**src/rtl/gpio_pkg.sv**
```systemverilog
package gpio_pkg;
  typedef enum logic [1:0] {
    MODE_IN  = 2'b00,
    MODE_OUT = 2'b01,
    MODE_ALT = 2'b10,
    MODE_ANA = 2'b11
  } pin_mode_e;

  localparam int OFS_MODE  = 0;
  localparam int OFS_OTYPE = 1;
  localparam int OFS_SPEED = 2;
  localparam int OFS_PULL  = 3;
  localparam int OFS_AFLO  = 4;
  localparam int OFS_AFHI  = 5;
  localparam int OFS_IN    = 6;
  localparam int OFS_OUT   = 7;
  localparam int OFS_SETCL = 8;
  localparam int OFS_CLR   = 9;
  localparam int OFS_LOCK  = 10;
endpackage

```
**src/rtl/gpio_cfg_field.sv**
```systemverilog
module gpio_cfg_field #(
  parameter int PINS = 16,
  parameter int FW   = 2
) (
  input  logic               clk,
  input  logic               rst_n,
  input  logic [PINS-1:0]    wr_en,
  input  logic [PINS*FW-1:0] wdata,
  input  logic [PINS-1:0]    lock,
  output logic [PINS*FW-1:0] q
);
  logic [PINS*FW-1:0] d;

  for (genvar p = 0; p < PINS; p++) begin : g_pin
    always_comb begin
      d[p*FW +: FW] = q[p*FW +: FW];
      if (wr_en[p] && !lock[p]) d[p*FW +: FW] = wdata[p*FW +: FW];
    end

    always_ff @(posedge clk or negedge rst_n) begin
      if (!rst_n) q[p*FW +: FW] <= '0;
      else        q[p*FW +: FW] <= d[p*FW +: FW];
    end

    assert_locked_frozen_R9: assert property (@(posedge clk) disable iff (!rst_n)
      lock[p] |=> $stable(q[p*FW +: FW]));
  end
endmodule

```
**src/rtl/gpio_lock_seq.sv**
```systemverilog
module gpio_lock_seq #(
  parameter int PINS = 16
) (
  input  logic            clk,
  input  logic            rst_n,
  input  logic            lock_wr,
  input  logic            other_wr,
  input  logic            key_in,
  input  logic [PINS-1:0] mask_in,
  output logic            key_q,
  output logic [PINS-1:0] mask_q
);
  typedef enum logic [1:0] {ST_IDLE, ST_ARM1, ST_ARM2} seq_e;
  seq_e            st_q, st_d;
  logic [PINS-1:0] cand_q, cand_d, mask_d;
  logic            key_d;

  always_comb begin
    st_d   = st_q;
    cand_d = cand_q;
    key_d  = key_q;
    mask_d = mask_q;
    if (!key_q) begin
      if (lock_wr) begin
        unique case (st_q)
          ST_IDLE: if (key_in) begin st_d = ST_ARM1; cand_d = mask_in; end
          ST_ARM1: st_d = (!key_in && mask_in == cand_q) ? ST_ARM2 : ST_IDLE;
          ST_ARM2: begin
            st_d = ST_IDLE;
            if (key_in && mask_in == cand_q) begin
              key_d  = 1'b1;
              mask_d = cand_q;
            end
          end
          default: st_d = ST_IDLE;
        endcase
      end else if (other_wr) begin
        st_d = ST_IDLE;
      end
    end
  end

  always_ff @(posedge clk or negedge rst_n) begin
    if (!rst_n) begin
      st_q   <= ST_IDLE;
      cand_q <= '0;
      key_q  <= 1'b0;
      mask_q <= '0;
    end else begin
      st_q   <= st_d;
      cand_q <= cand_d;
      key_q  <= key_d;
      mask_q <= mask_d;
    end
  end

  assert_key_sticky_R8: assert property (@(posedge clk) disable iff (!rst_n)
    key_q |=> key_q);
  assert_mask_held_R9: assert property (@(posedge clk) disable iff (!rst_n)
    key_q |=> $stable(mask_q));
  assert_abort_no_key_R10: assert property (@(posedge clk) disable iff (!rst_n)
    (!key_q && other_wr) |=> !key_q);
endmodule

```
**src/rtl/gpio_out_reg.sv**
```systemverilog
module gpio_out_reg #(
  parameter int PINS = 16
) (
  input  logic              clk,
  input  logic              rst_n,
  input  logic              wr_word,
  input  logic              wr_setcl,
  input  logic              wr_clr,
  input  logic [2*PINS-1:0] wdata,
  output logic [PINS-1:0]   q
);
  logic [PINS-1:0] d;
  logic [PINS-1:0] set_m, clr_m;

  assign set_m = wdata[PINS-1:0];
  assign clr_m = wdata[2*PINS-1:PINS];

  always_comb begin
    d = q;
    if (wr_word)  d = set_m;
    if (wr_clr)   d = q & ~set_m;
    if (wr_setcl) d = (q & ~clr_m) | set_m;
  end

  always_ff @(posedge clk or negedge rst_n) begin
    if (!rst_n) q <= '0;
    else        q <= d;
  end

  assert_set_wins_R5: assert property (@(posedge clk) disable iff (!rst_n)
    wr_setcl |=> ((q & $past(set_m)) == $past(set_m)));
  assert_clear_R6: assert property (@(posedge clk) disable iff (!rst_n)
    wr_clr |=> ((q & $past(set_m)) == '0));
endmodule

```
**src/rtl/gpio_in_sync.sv**
```systemverilog
module gpio_in_sync #(
  parameter int PINS = 16
) (
  input  logic            clk,
  input  logic            rst_n,
  input  logic [PINS-1:0] pad,
  output logic [PINS-1:0] q
);
  logic [PINS-1:0] meta_q;

  always_ff @(posedge clk or negedge rst_n) begin
    if (!rst_n) begin
      meta_q <= '0;
      q      <= '0;
    end else begin
      meta_q <= pad;
      q      <= meta_q;
    end
  end
endmodule

```
**src/rtl/gpio_port_ctl.sv**
```systemverilog
module gpio_port_ctl
  import gpio_pkg::*;
#(
  parameter int PINS   = 16,
  parameter int ADDR_W = 4,
  parameter int DATA_W = 32
) (
  input  logic              clk,
  input  logic              rst_n,
  input  logic              bus_we,
  input  logic [ADDR_W-1:0] bus_addr,
  input  logic [DATA_W-1:0] bus_wdata,
  output logic [DATA_W-1:0] bus_rdata,
  input  logic [PINS-1:0]   pad_in,
  output logic [2*PINS-1:0] pin_mode,
  output logic [PINS-1:0]   pin_odrain,
  output logic [2*PINS-1:0] pin_speed,
  output logic [2*PINS-1:0] pin_pull,
  output logic [4*PINS-1:0] pin_af,
  output logic [PINS-1:0]   pin_out
);
  localparam int AF_W    = 4 * PINS;
  localparam int HALF    = PINS / 2;
  localparam int HALF_AF = AF_W / 2;

  logic rst_meta_q, rst_sync_n;
  always_ff @(posedge clk or negedge rst_n) begin
    if (!rst_n) begin
      rst_meta_q <= 1'b0;
      rst_sync_n <= 1'b0;
    end else begin
      rst_meta_q <= 1'b1;
      rst_sync_n <= rst_meta_q;
    end
  end

  function automatic logic hit(input logic [ADDR_W-1:0] a, input int ofs);
    return a == ADDR_W'(ofs);
  endfunction

  logic            we_mode, we_otype, we_speed, we_pull, we_aflo, we_afhi;
  logic [PINS-1:0] af_wen;
  logic [PINS-1:0] lock_mask;
  logic            lock_key;
  logic [PINS-1:0] in_sync, in_vis;

  assign we_mode  = bus_we && hit(bus_addr, OFS_MODE);
  assign we_otype = bus_we && hit(bus_addr, OFS_OTYPE);
  assign we_speed = bus_we && hit(bus_addr, OFS_SPEED);
  assign we_pull  = bus_we && hit(bus_addr, OFS_PULL);
  assign we_aflo  = bus_we && hit(bus_addr, OFS_AFLO);
  assign we_afhi  = bus_we && hit(bus_addr, OFS_AFHI);

  for (genvar p = 0; p < PINS; p++) begin : g_af_wen
    if (p < HALF) begin : g_lo
      assign af_wen[p] = we_aflo;
    end else begin : g_hi
      assign af_wen[p] = we_afhi;
    end
  end

  gpio_cfg_field #(.PINS(PINS), .FW(2)) u_mode (
    .clk(clk), .rst_n(rst_sync_n), .wr_en({PINS{we_mode}}),
    .wdata(bus_wdata[2*PINS-1:0]), .lock(lock_mask), .q(pin_mode));

  gpio_cfg_field #(.PINS(PINS), .FW(1)) u_otype (
    .clk(clk), .rst_n(rst_sync_n), .wr_en({PINS{we_otype}}),
    .wdata(bus_wdata[PINS-1:0]), .lock(lock_mask), .q(pin_odrain));

  gpio_cfg_field #(.PINS(PINS), .FW(2)) u_speed (
    .clk(clk), .rst_n(rst_sync_n), .wr_en({PINS{we_speed}}),
    .wdata(bus_wdata[2*PINS-1:0]), .lock(lock_mask), .q(pin_speed));

  gpio_cfg_field #(.PINS(PINS), .FW(2)) u_pull (
    .clk(clk), .rst_n(rst_sync_n), .wr_en({PINS{we_pull}}),
    .wdata(bus_wdata[2*PINS-1:0]), .lock(lock_mask), .q(pin_pull));

  gpio_cfg_field #(.PINS(PINS), .FW(4)) u_af (
    .clk(clk), .rst_n(rst_sync_n), .wr_en(af_wen),
    .wdata({2{bus_wdata[HALF_AF-1:0]}}), .lock(lock_mask), .q(pin_af));

  gpio_lock_seq #(.PINS(PINS)) u_lock (
    .clk(clk), .rst_n(rst_sync_n),
    .lock_wr(bus_we && hit(bus_addr, OFS_LOCK)),
    .other_wr(bus_we && !hit(bus_addr, OFS_LOCK)),
    .key_in(bus_wdata[PINS]), .mask_in(bus_wdata[PINS-1:0]),
    .key_q(lock_key), .mask_q(lock_mask));

  gpio_out_reg #(.PINS(PINS)) u_out (
    .clk(clk), .rst_n(rst_sync_n),
    .wr_word(bus_we && hit(bus_addr, OFS_OUT)),
    .wr_setcl(bus_we && hit(bus_addr, OFS_SETCL)),
    .wr_clr(bus_we && hit(bus_addr, OFS_CLR)),
    .wdata(bus_wdata[2*PINS-1:0]), .q(pin_out));

  gpio_in_sync #(.PINS(PINS)) u_in (
    .clk(clk), .rst_n(rst_sync_n), .pad(pad_in), .q(in_sync));

  for (genvar p = 0; p < PINS; p++) begin : g_in_mask
    assign in_vis[p] = in_sync[p] && (pin_mode[2*p +: 2] != MODE_ANA);
  end

  always_comb begin
    bus_rdata = '0;
    if (hit(bus_addr, OFS_MODE))  bus_rdata = DATA_W'(pin_mode);
    if (hit(bus_addr, OFS_OTYPE)) bus_rdata = DATA_W'(pin_odrain);
    if (hit(bus_addr, OFS_SPEED)) bus_rdata = DATA_W'(pin_speed);
    if (hit(bus_addr, OFS_PULL))  bus_rdata = DATA_W'(pin_pull);
    if (hit(bus_addr, OFS_AFLO))  bus_rdata = DATA_W'(pin_af[HALF_AF-1:0]);
    if (hit(bus_addr, OFS_AFHI))  bus_rdata = DATA_W'(pin_af[AF_W-1:HALF_AF]);
    if (hit(bus_addr, OFS_IN))    bus_rdata = DATA_W'(in_vis);
    if (hit(bus_addr, OFS_OUT))   bus_rdata = DATA_W'(pin_out);
    if (hit(bus_addr, OFS_LOCK))  bus_rdata = DATA_W'({lock_key, lock_mask});
  end
endmodule

```
**config.mk**
```make
export PLATFORM = sky130hd
export DESIGN_NAME = gpio_port_ctl
export DESIGN_NICKNAME = d
export VERILOG_FILES = /design/src/rtl/gpio_pkg.sv /design/src/rtl/gpio_cfg_field.sv /design/src/rtl/gpio_lock_seq.sv /design/src/rtl/gpio_out_reg.sv /design/src/rtl/gpio_in_sync.sv /design/src/rtl/gpio_port_ctl.sv
export SDC_FILE = /design/constraint.sdc
export NUM_CORES = 1
export LEC_CHECK = 0
export ABC_CLOCK_PERIOD_IN_PS = 9450
export BUFFER_PORTS_ARGS = -buffer_cell sky130_fd_sc_hd__buf_2
export CAP_MARGIN = 15
export CORE_MARGIN = 8
export CORE_UTILIZATION = 50
export CTS_CLUSTER_DIAMETER = 80
export DETAILED_ROUTE_END_ITERATION = 10
export GPL_ROUTABILITY_DRIVEN = 0
export PLACE_DENSITY = 0.85
export SYNTH_ARGS = -nofsm -noshare
export SYNTH_HDL_FRONTEND = slang
export SYNTH_SLANG_ARGS = --single-unit
```
**constraint.sdc**
```tcl
create_clock -name clk -period 9.45 [get_ports clk]
set_input_delay 2.3625 -clock clk [delete_from_list [all_inputs] [get_ports clk]]
set_output_delay 2.3625 -clock clk [all_outputs]
set_load 0.02 [all_outputs]
```
==> results of run 1 <==
kinds of logic (layout without fill, tap and decap cells):
family / count (synthesis) / after routing / share of synthesized area
AOI/OAI and AO/OA: 261 / 261 / 0.141
DFF: 261 / 261 / 0.544
muxes: 224 / 224 / 0.208
and+or+nand+nor: 181 / 181 / 0.0668
buffers and inverters: 75 / 343 / 0.0278
xor gates and xnor gates: 16 / 16 / 0.0117
other: 1 / 1 / 0.000312
worst min path at each step:
stage / startpoint / endpoint / slack (ns) / cells after the start
floorplan: rst_meta_q$_DFF_PN0_ / rst_sync_n$_DFF_PN0_ / 0.33 / 0
global placement: u_in.meta_q[6]$_DFF_PN0_ / u_in.q[6]$_DFF_PN0_ / 0.33 / 0
detailed placement: u_in.meta_q[0]$_DFF_PN0_ / u_in.q[0]$_DFF_PN0_ / 0.33 / 0
CTS: u_in.meta_q[11]$_DFF_PN0_ / u_in.q[11]$_DFF_PN0_ / 0.35 / 0
global route: u_in.meta_q[8]$_DFF_PN0_ / u_in.q[8]$_DFF_PN0_ / 0.35 / 0
finish: u_in.meta_q[11]$_DFF_PN0_ / u_in.q[11]$_DFF_PN0_ / 0.35 / 0
synth_stat cells, types with 2 or more instances:
cell type	n	area, sq um
xnor2_1	16	140
a22o_1	16	140
buf_2	18	90.1
mux2_2	207	2330
o21ai_0	46	230
clkbuf_1	43	161
nand4_1	5	31.3
dfrtp_1	261	6530
buf_1	7	26.3
nor3_1	2	10.0
a21oi_1	65	325
nand3b_1	2	15.0
a2bb2oi_1	16	140
mux2i_1	16	160
buf_6	3	33.8
o32ai_1	17	149
a22oi_1	15	113
nand3_1	4	20.0
nand2_1	14	52.6
and2_1	3	18.8
o221ai_1	16	140
inv_1	2	7.51
buf_4	2	15.0
nand2b_1	6	37.5
nor2_1	133	499
a31oi_1	16	100
a21boi_0	16	120
o21ai_1	4	20.0
nor2b_1	2	12.5
o22ai_1	32	200
metal layers:
| metal | track usage | part of all wire | routed length, um |
|---|---|---|---|
| met5 | 0 | 0 | 0 |
| met4 | 0.140 | 0.050 | 2140 |
| met3 | 0.0811 | 0.11 | 4690 |
| met2 | 0.438 | 0.45 | 19200 |
| met1 | 0.364 | 0.39 | 16600 |
power by group:
part | switching, mW | total, mW | internal, mW
combinational | 0.561 | 0.908 | 0.347
clock | 0.457 | 1.19 | 0.729
sequential | 0.207 | 1.52 | 1.32
layout make-up:
| cell class | instances | area (sq um) | area share |
|---|---|---|---|
| well taps | 319 | 399 | 0.0274 |
| multi-input cells | 683 | 5150 | 0.353 |
| clock inverters | 12 | 196 | 0.0135 |
| inverters | 2 | 7.51 | 0.000515 |
| repair buffers | 290 | 1490 | 0.102 |
| flip-flops and latches | 261 | 6540 | 0.448 |
| clock buffers | 39 | 803 | 0.0551 |
sequential cells by signal (all words and copies together) (netlist names), 16 cells and up:
name	count
u_lock.mask_q	16
u_otype.q	16
u_in.q	16
u_speed.q	32
u_lock.cand_q	16
u_pull.q	32
u_mode.q	32
u_in.meta_q	16
u_af.q	64
u_out.q	16
placed cells by master (no fill, tap or decap), types with 17 or more instances in the layout:
cell type and count:
a21oi_1 65, buf_2 278, clkbuf_16 29, dfrtp_1 260, mux2_2 207, nor2_1 133
o21ai_0 46, o22ai_1 32, o32ai_1 17
worst max-delay path: stages:
cell	delay [ns]
buf_2	0.64
nor2b_1	0.98
nand3b_1	0.57
buf_4	0.43
o22ai_1	0.20
a31oi_1	0.11
buf_2	0.21
==> results.md, run 1 <==
* Status: finished clean
* Dpl ws at 1.73 ns
* Chip width at 171 um
* Slew HR at 0.183
* Slew at the pin closest to its max-slew limit at 1.22 ns
* Util after Layout at 0.619
* Area after DPL at 13600 sq um
* Initial Util at 0.510
* Detail Route Antenna Nets at 0
* Final setup vio count at 0
* Worst EP arrival at 5.51 ns
* TritonRoute pass-1 iters at 9
* Tot Pwr at 3.62 mW
* Worst R2R Setup Slack at 7.27 ns
* CTS H-tree lvls at 1
* First-pass GRT wire length at 64400 um
* Hold/Removal Path Class: reg2reg
* # DRC at 0
* Final Skew at 0.0119 ns
* Post-synthesis sequential area ratio at 0.544
* CP Capture Type: primary output
* FF-to-FF Start: u_lock.st_q[0]$_DFFE_PN0P_
* Vias in the first global route at 10800
* Worst Setup EP: bus_rdata[13]
* Total Neg Setup Slack at 0 ns
* # port buffers at 278
* Final-layout fill cell count at 1901
* Share of cells above drive strength 1 at 0.428
* Final WS setup at 1.57 ns
* Final WL at 42600 um
* Initial DRC count at 1299
* Clk sinks at 261
* Clock latency on the worst-skew pair at 0.54 ns
* Mean Syn Cell Area at 11.8 sq um
* VDD IR max at 0.179 mV
* Startpoint Class: primary input
* Final Non-Filler Cells at 1606
* Post-synthesis register bit count at 261
* CP max FO at 29
* Mapped cell area at 12000 sq um
* Worst Setup Path Type: in2out
* EDFF count, synth at 0
* DR vias at 10200
* Wire per inst at 26.5 um
* Number of CTS-inserted buffers at 28
* Design Area, Final at 14600 sq um
* Layout area overhead at 21.4%
* Congestion Overflow GR at 0
* ANT cells at 0
* Buffer depth of the longest clock path at 3
* Netlist cell types at 44
* Pwr Density at 248 nW/um^2
* CTS Root Cell: clkbuf_16
* Largest net degree at the start of global routing at 187
* Clock transition at path regs at 0.06 ns
* Hpwl dp at 29300 um
* Max Clock Freq at 127 MHz
* Syn. warnings at 0
* Worst setup startpoint: bus_addr[1]
* Cells after Synth at 1019
* RSZ-0062 raised after global routing: false
* Initial antenna violation count at 0
* Hold_buf cts at 0
* Synth Net Count at 1074
* Drt via density at 6.36
* Worst r2r dst: u_lock.cand_q[13]$_DFFE_PN0P_
* Final critical-path required period at 7.88 ns
* Final hold slack at 0.349 ns
* Final hold violation count at 0
* Fraction of registers with async set/reset at 1.00
* Final Net Count at 1321
* Synth Flop Type: dfrtp_1
* Max-cap violations at 0
* # IOs at 279
* Setup repair bufs after CTS at 0
* Leakage at 6.96 nW
* Rows at 56
* CTS tree: done
* Final Max Tran Viols at 0
* Die ar. at 29200 sq um
* GR Util All Layers at 0.284
* CP required at 7.09 ns
* Tcrit/Tclk final at 0.834
* Reg2reg path depth at 3
* Core Footprint at 23500 sq um
* Resized cells post-CTS at 0
* Die extent in y at 171 um
* Placed Instances at 1555
No activity file was read; power rests on OpenSTA's default activity.
==> run 2: changes to the inputs <==
- ABC_AREA: default -> 1
- ABC_CLOCK_PERIOD_IN_PS: 9450 -> 6700
- CORE_UTILIZATION: 50 -> 49
- PLACE_DENSITY: 0.85 -> 0.87
- clock period: 9.45 -> 6.7 ns (I/O delays scaled with it)
==> results.md, run 2 <==
* Final hold violation count at 0 (unchanged)
* Mapped cell area at 11500 sq um (was 12000 sq um)
* # port buffers at 278 (unchanged)
* Hold_buf cts at 0 (unchanged)
* Top-area cell type share of the netlist area at 0.566 (was 0.544)
* DR vias at 11800 (was 10200)
* Cells on Worst Hold Path at 0 (unchanged)
* Detail Route Antenna Nets at 0 (unchanged)
* Chip width at 170 um (was 171 um)
* Initial Util at 0.495 (was 0.510)
* Post-synthesis register bit count at 261 (unchanged)
* GR Util All Layers at 0.296 (was 0.284)
* CTS H-tree lvls at 1 (unchanged)
* Hold EP: u_in.q[9]$_DFF_PN0_ (was u_in.q[11]$_DFF_PN0_)
* Largest area contributor in the netlist: dfrtp_1 (unchanged)
* Setup repair bufs after CTS at 0 (unchanged)
* First-pass GRT wire length at 66400 um (was 64400 um)
* Tcrit/Tclk final at 0.821
* Pwr Density at 335 nW/um^2 (was 248 nW/um^2)
* Largest delay share family, worst path: buffers and inverters (was simple AND/OR/NAND/NOR gates)
* Layout area overhead at 23.7% (was 21.4%)
* RSZ-0062 raised after global routing: false (unchanged)
* Final WL at 43400 um (was 42600 um)
* Post-synthesis sequential area ratio at 0.566 (was 0.544)
* CTS Root Cell: clkbuf_16 (unchanged)
* Leakage at 7.19 nW (was 6.96 nW)
* Placed Instances at 1948 (was 1555)
* Buffer depth of the longest clock path at 3 (unchanged)
* Worst EP arrival at 3.82 ns (was 5.51 ns)
* Fraction of registers with async set/reset at 1.00 (unchanged)
* Dpl ws at 1.32 ns (was 1.73 ns)
* Die ar. at 28700 sq um (was 29200 sq um)
* Resized cells post-CTS at 0 (unchanged)
* CP max stage delay at 0.65 ns (was 0.98 ns)
* Hold/Removal Path Class: reg2reg (unchanged)
* Clock transition at path regs at 0.06 ns (about the same)
* Clk sinks at 261 (unchanged)
* Final Max Tran Viols at 0 (unchanged)
* Max-cap violations at 0 (unchanged)
* Total Neg Setup Slack at 0 ns (unchanged)
* Mean Syn Cell Area at 8.38 sq um (was 11.8 sq um)
* Comb power frac at 0.222 (was 0.251)
* Final setup vio count at 0 (unchanged)
* Largest net degree at the start of global routing at 83 (was 187)
* CTS tree: done (unchanged)
* Initial DRC count at 1755 (was 1299)
* Final critical-path required period at 5.50 ns
* Crit path buf inv count at 5 (was 3)
* Hpwl dp at 31700 um (was 29300 um)
* Most frequent cells in the layout: nand2_1, buf_2, dfrtp_1 (was buf_2, dfrtp_1, mux2_2)
* Core Footprint at 23300 sq um (was 23500 sq um)
* Worst Setup Path Type: in2out (unchanged)
* Footprint of the multi-input gates at 4530 sq um (was 5150 sq um)
* Congestion Overflow GR at 0 (unchanged)
* Final hold slack at 0.348 ns (was 0.349 ns)
* Die extent in y at 170 um (was 171 um)
* Reg2reg path depth at 4 (was 3)
* Slew at the pin closest to its max-slew limit at 1.07 ns (was 1.22 ns)
* VDD IR max at 0.198 mV (was 0.179 mV)
* CP max FO at 20 (was 29)
* # DRC at 0 (unchanged)
* Biggest register: u_af.q (unchanged)
* Sequential share of power at 0.434 (was 0.421)
* Worst r2r dst: u_lock.cand_q[2]$_DFFE_PN0P_ (was u_lock.cand_q[13]$_DFFE_PN0P_)
* Final Net Count at 1714 (was 1321)
* Wire per inst at 21.7 um (was 26.5 um)
* FF-to-FF Start: u_lock.key_q$_DFF_PN0_ (was u_lock.st_q[0]$_DFFE_PN0P_)
* Syn. warnings at 0 (unchanged)
* Most common cell after layout, fill and taps aside: nand2_1 (was buf_2)
* Clock latency on the worst-skew pair at 0.54 ns (about the same)
* Number of CTS-inserted buffers at 27 (was 28)
* Netlist cell types at 30 (was 44)
* Final WS setup at 1.20 ns (was 1.57 ns)
* Synth Flop Type: dfrtp_1 (unchanged)
* Rows at 56 (unchanged)
* Worst R2R Setup Slack at 4.44 ns (was 7.27 ns)
* Final-layout fill cell count at 1973 (was 1901)
* CP max stage cell: inv_1 (was nor2b_1)
* Drt via density at 5.92 (was 6.36)
* Clock power share at 0.344 (was 0.328)
* Reg area at 6540 sq um (unchanged)
* Most common cell in the netlist: nand2_1 (was dfrtp_1)
* Synth cell count leaders: nand2_1, dfrtp_1, o21ai_0 (was dfrtp_1, mux2_2, nor2_1)
* CP required at 5.03 ns (was 7.09 ns)
* Vias in the first global route at 11500 (was 10800)
* Slew HR at 0.286 (was 0.183)
* Initial antenna violation count at 4 (was 0)
* Max reg flops at 64 (unchanged)
* Int Power at 3.16 mW (was 2.39 mW)
* Synth top area cells: dfrtp_1, nand2_1, o21ai_0 (was dfrtp_1, mux2_2, nor2_1)
* CP Capture Type: primary output (unchanged)
* Switch share at 0.341 (was 0.339)
* Startpoint Class: primary input (unchanged)
* Status: finished clean (unchanged)
* Util after Layout at 0.612 (was 0.619)
* # IOs at 279 (unchanged)
* Share of cells above drive strength 1 at 0.216 (was 0.428)
* Worst hold start: u_in.meta_q[9]$_DFF_PN0_ (was u_in.meta_q[11]$_DFF_PN0_)
* Psw at 1.63 mW (was 1.23 mW)
* Final Non-Filler Cells at 1999 (was 1606)
* CP Cell Sequence: buf_2 -> inv_2 -> nor2_4 -> nand2_2 -> inv_1 -> buf_4 -> nand2_1 -> nand3_1 -> o21ai_0 -> a21oi_1 -> buf_2 (was buf_2 -> nor2b_1 -> nand3b_1 -> buf_4 -> o22ai_1 -> a31oi_1 -> buf_2)
* Cells after Synth at 1378 (was 1019)
* Max Clock Freq at 182 MHz
* TritonRoute pass-1 iters at 6 (was 9)
* Cell mode on critical path: buf_2 (unchanged)
* Synth Net Count at 1433 (was 1074)
* EDFF count, synth at 0 (unchanged)
* Final Skew at 0.0145 ns (was 0.0119 ns)
run 2: cell count changes after synthesis, sizes merged, moves of 17 or more:
cell   change
nand2    +477
inv       +83
nor2      -98
o22ai     -32
nand3     +80
o32ai     -17
o21ai    +198
nand4     +28
mux2     -208
run 2: power groups by stage:
stage                     registers (mW)  logic [mW]  clock network, mW
after global placement              2.08        1.02                  0
after detailed placement            2.09        1.05                  0
after CTS                           2.07        1.06               1.65
after floorplan                     2.35       0.289                  0
after global routing                2.10        1.14               1.72
final                               2.08        1.06               1.65
run 2: routing by layer:
metal  track usage  vias up  routed length (um)
met5             0        -                  23
li1              -     5162                   -
met4         0.153        4                2320
met1         0.376     5613               16100
met3        0.0923      176                5660
met2         0.451      881               19300
run 2: area by class of cell:
cell class / count / share of cell area
Sequential cell: 261 / 0.457
Antenna cell: 2 / 0.000350
Multi-Input combinational cell: 987 / 0.317
Clock buffer: 35 / 0.0522
Clock inverter: 13 / 0.0156
Tap cell: 319 / 0.0279
Inverter: 87 / 0.0229
Timing Repair Buffer: 295 / 0.107
run 2: worst max path at each step:
stage                start       endpoint  slack (ns)  cells after the start
3_3_place_gp   bus_addr[3]   bus_rdata[6]        1.38                     11
4_1_cts        bus_addr[1]  bus_rdata[28]        1.26                     11
6_report       bus_addr[1]  bus_rdata[28]        1.20                     11
5_1_grt        bus_addr[1]  bus_rdata[28]        1.04                     11
2_1_floorplan  bus_addr[3]  bus_rdata[31]        1.95                      6
3_5_place_dp   bus_addr[1]  bus_rdata[30]        1.32                     11
run 2: logic make-up after synthesis:
family                 share of synthesized area
AO/OA/AOI/OAI                              0.147
buffers and inverters                     0.0439
flip-flops                                 0.566
other                                   0.000325
XOR/XNOR                                 0.00607
AND/OR/NAND/NOR                            0.237
run 2: metrics by stage:
| stage | instance area (sq um) | power [mW] |
|---|---|---|
| CTS | 14300 | 4.77 |
| floorplan | 11500 | 2.63 |
| detailed placement | 13300 | 3.14 |
| finish | 14300 | 4.79 |
| global route | 14300 | 4.97 |
| global placement | 13300 | 3.11 |
run 2: worst reg2reg max path, stage by stage, from the launching register on:
cell and delay, ns:
dfrtp_1 0.39, clkinv_1 0.49, nand3_1 0.96, nand2_1 0.15
o21ai_0 0.15
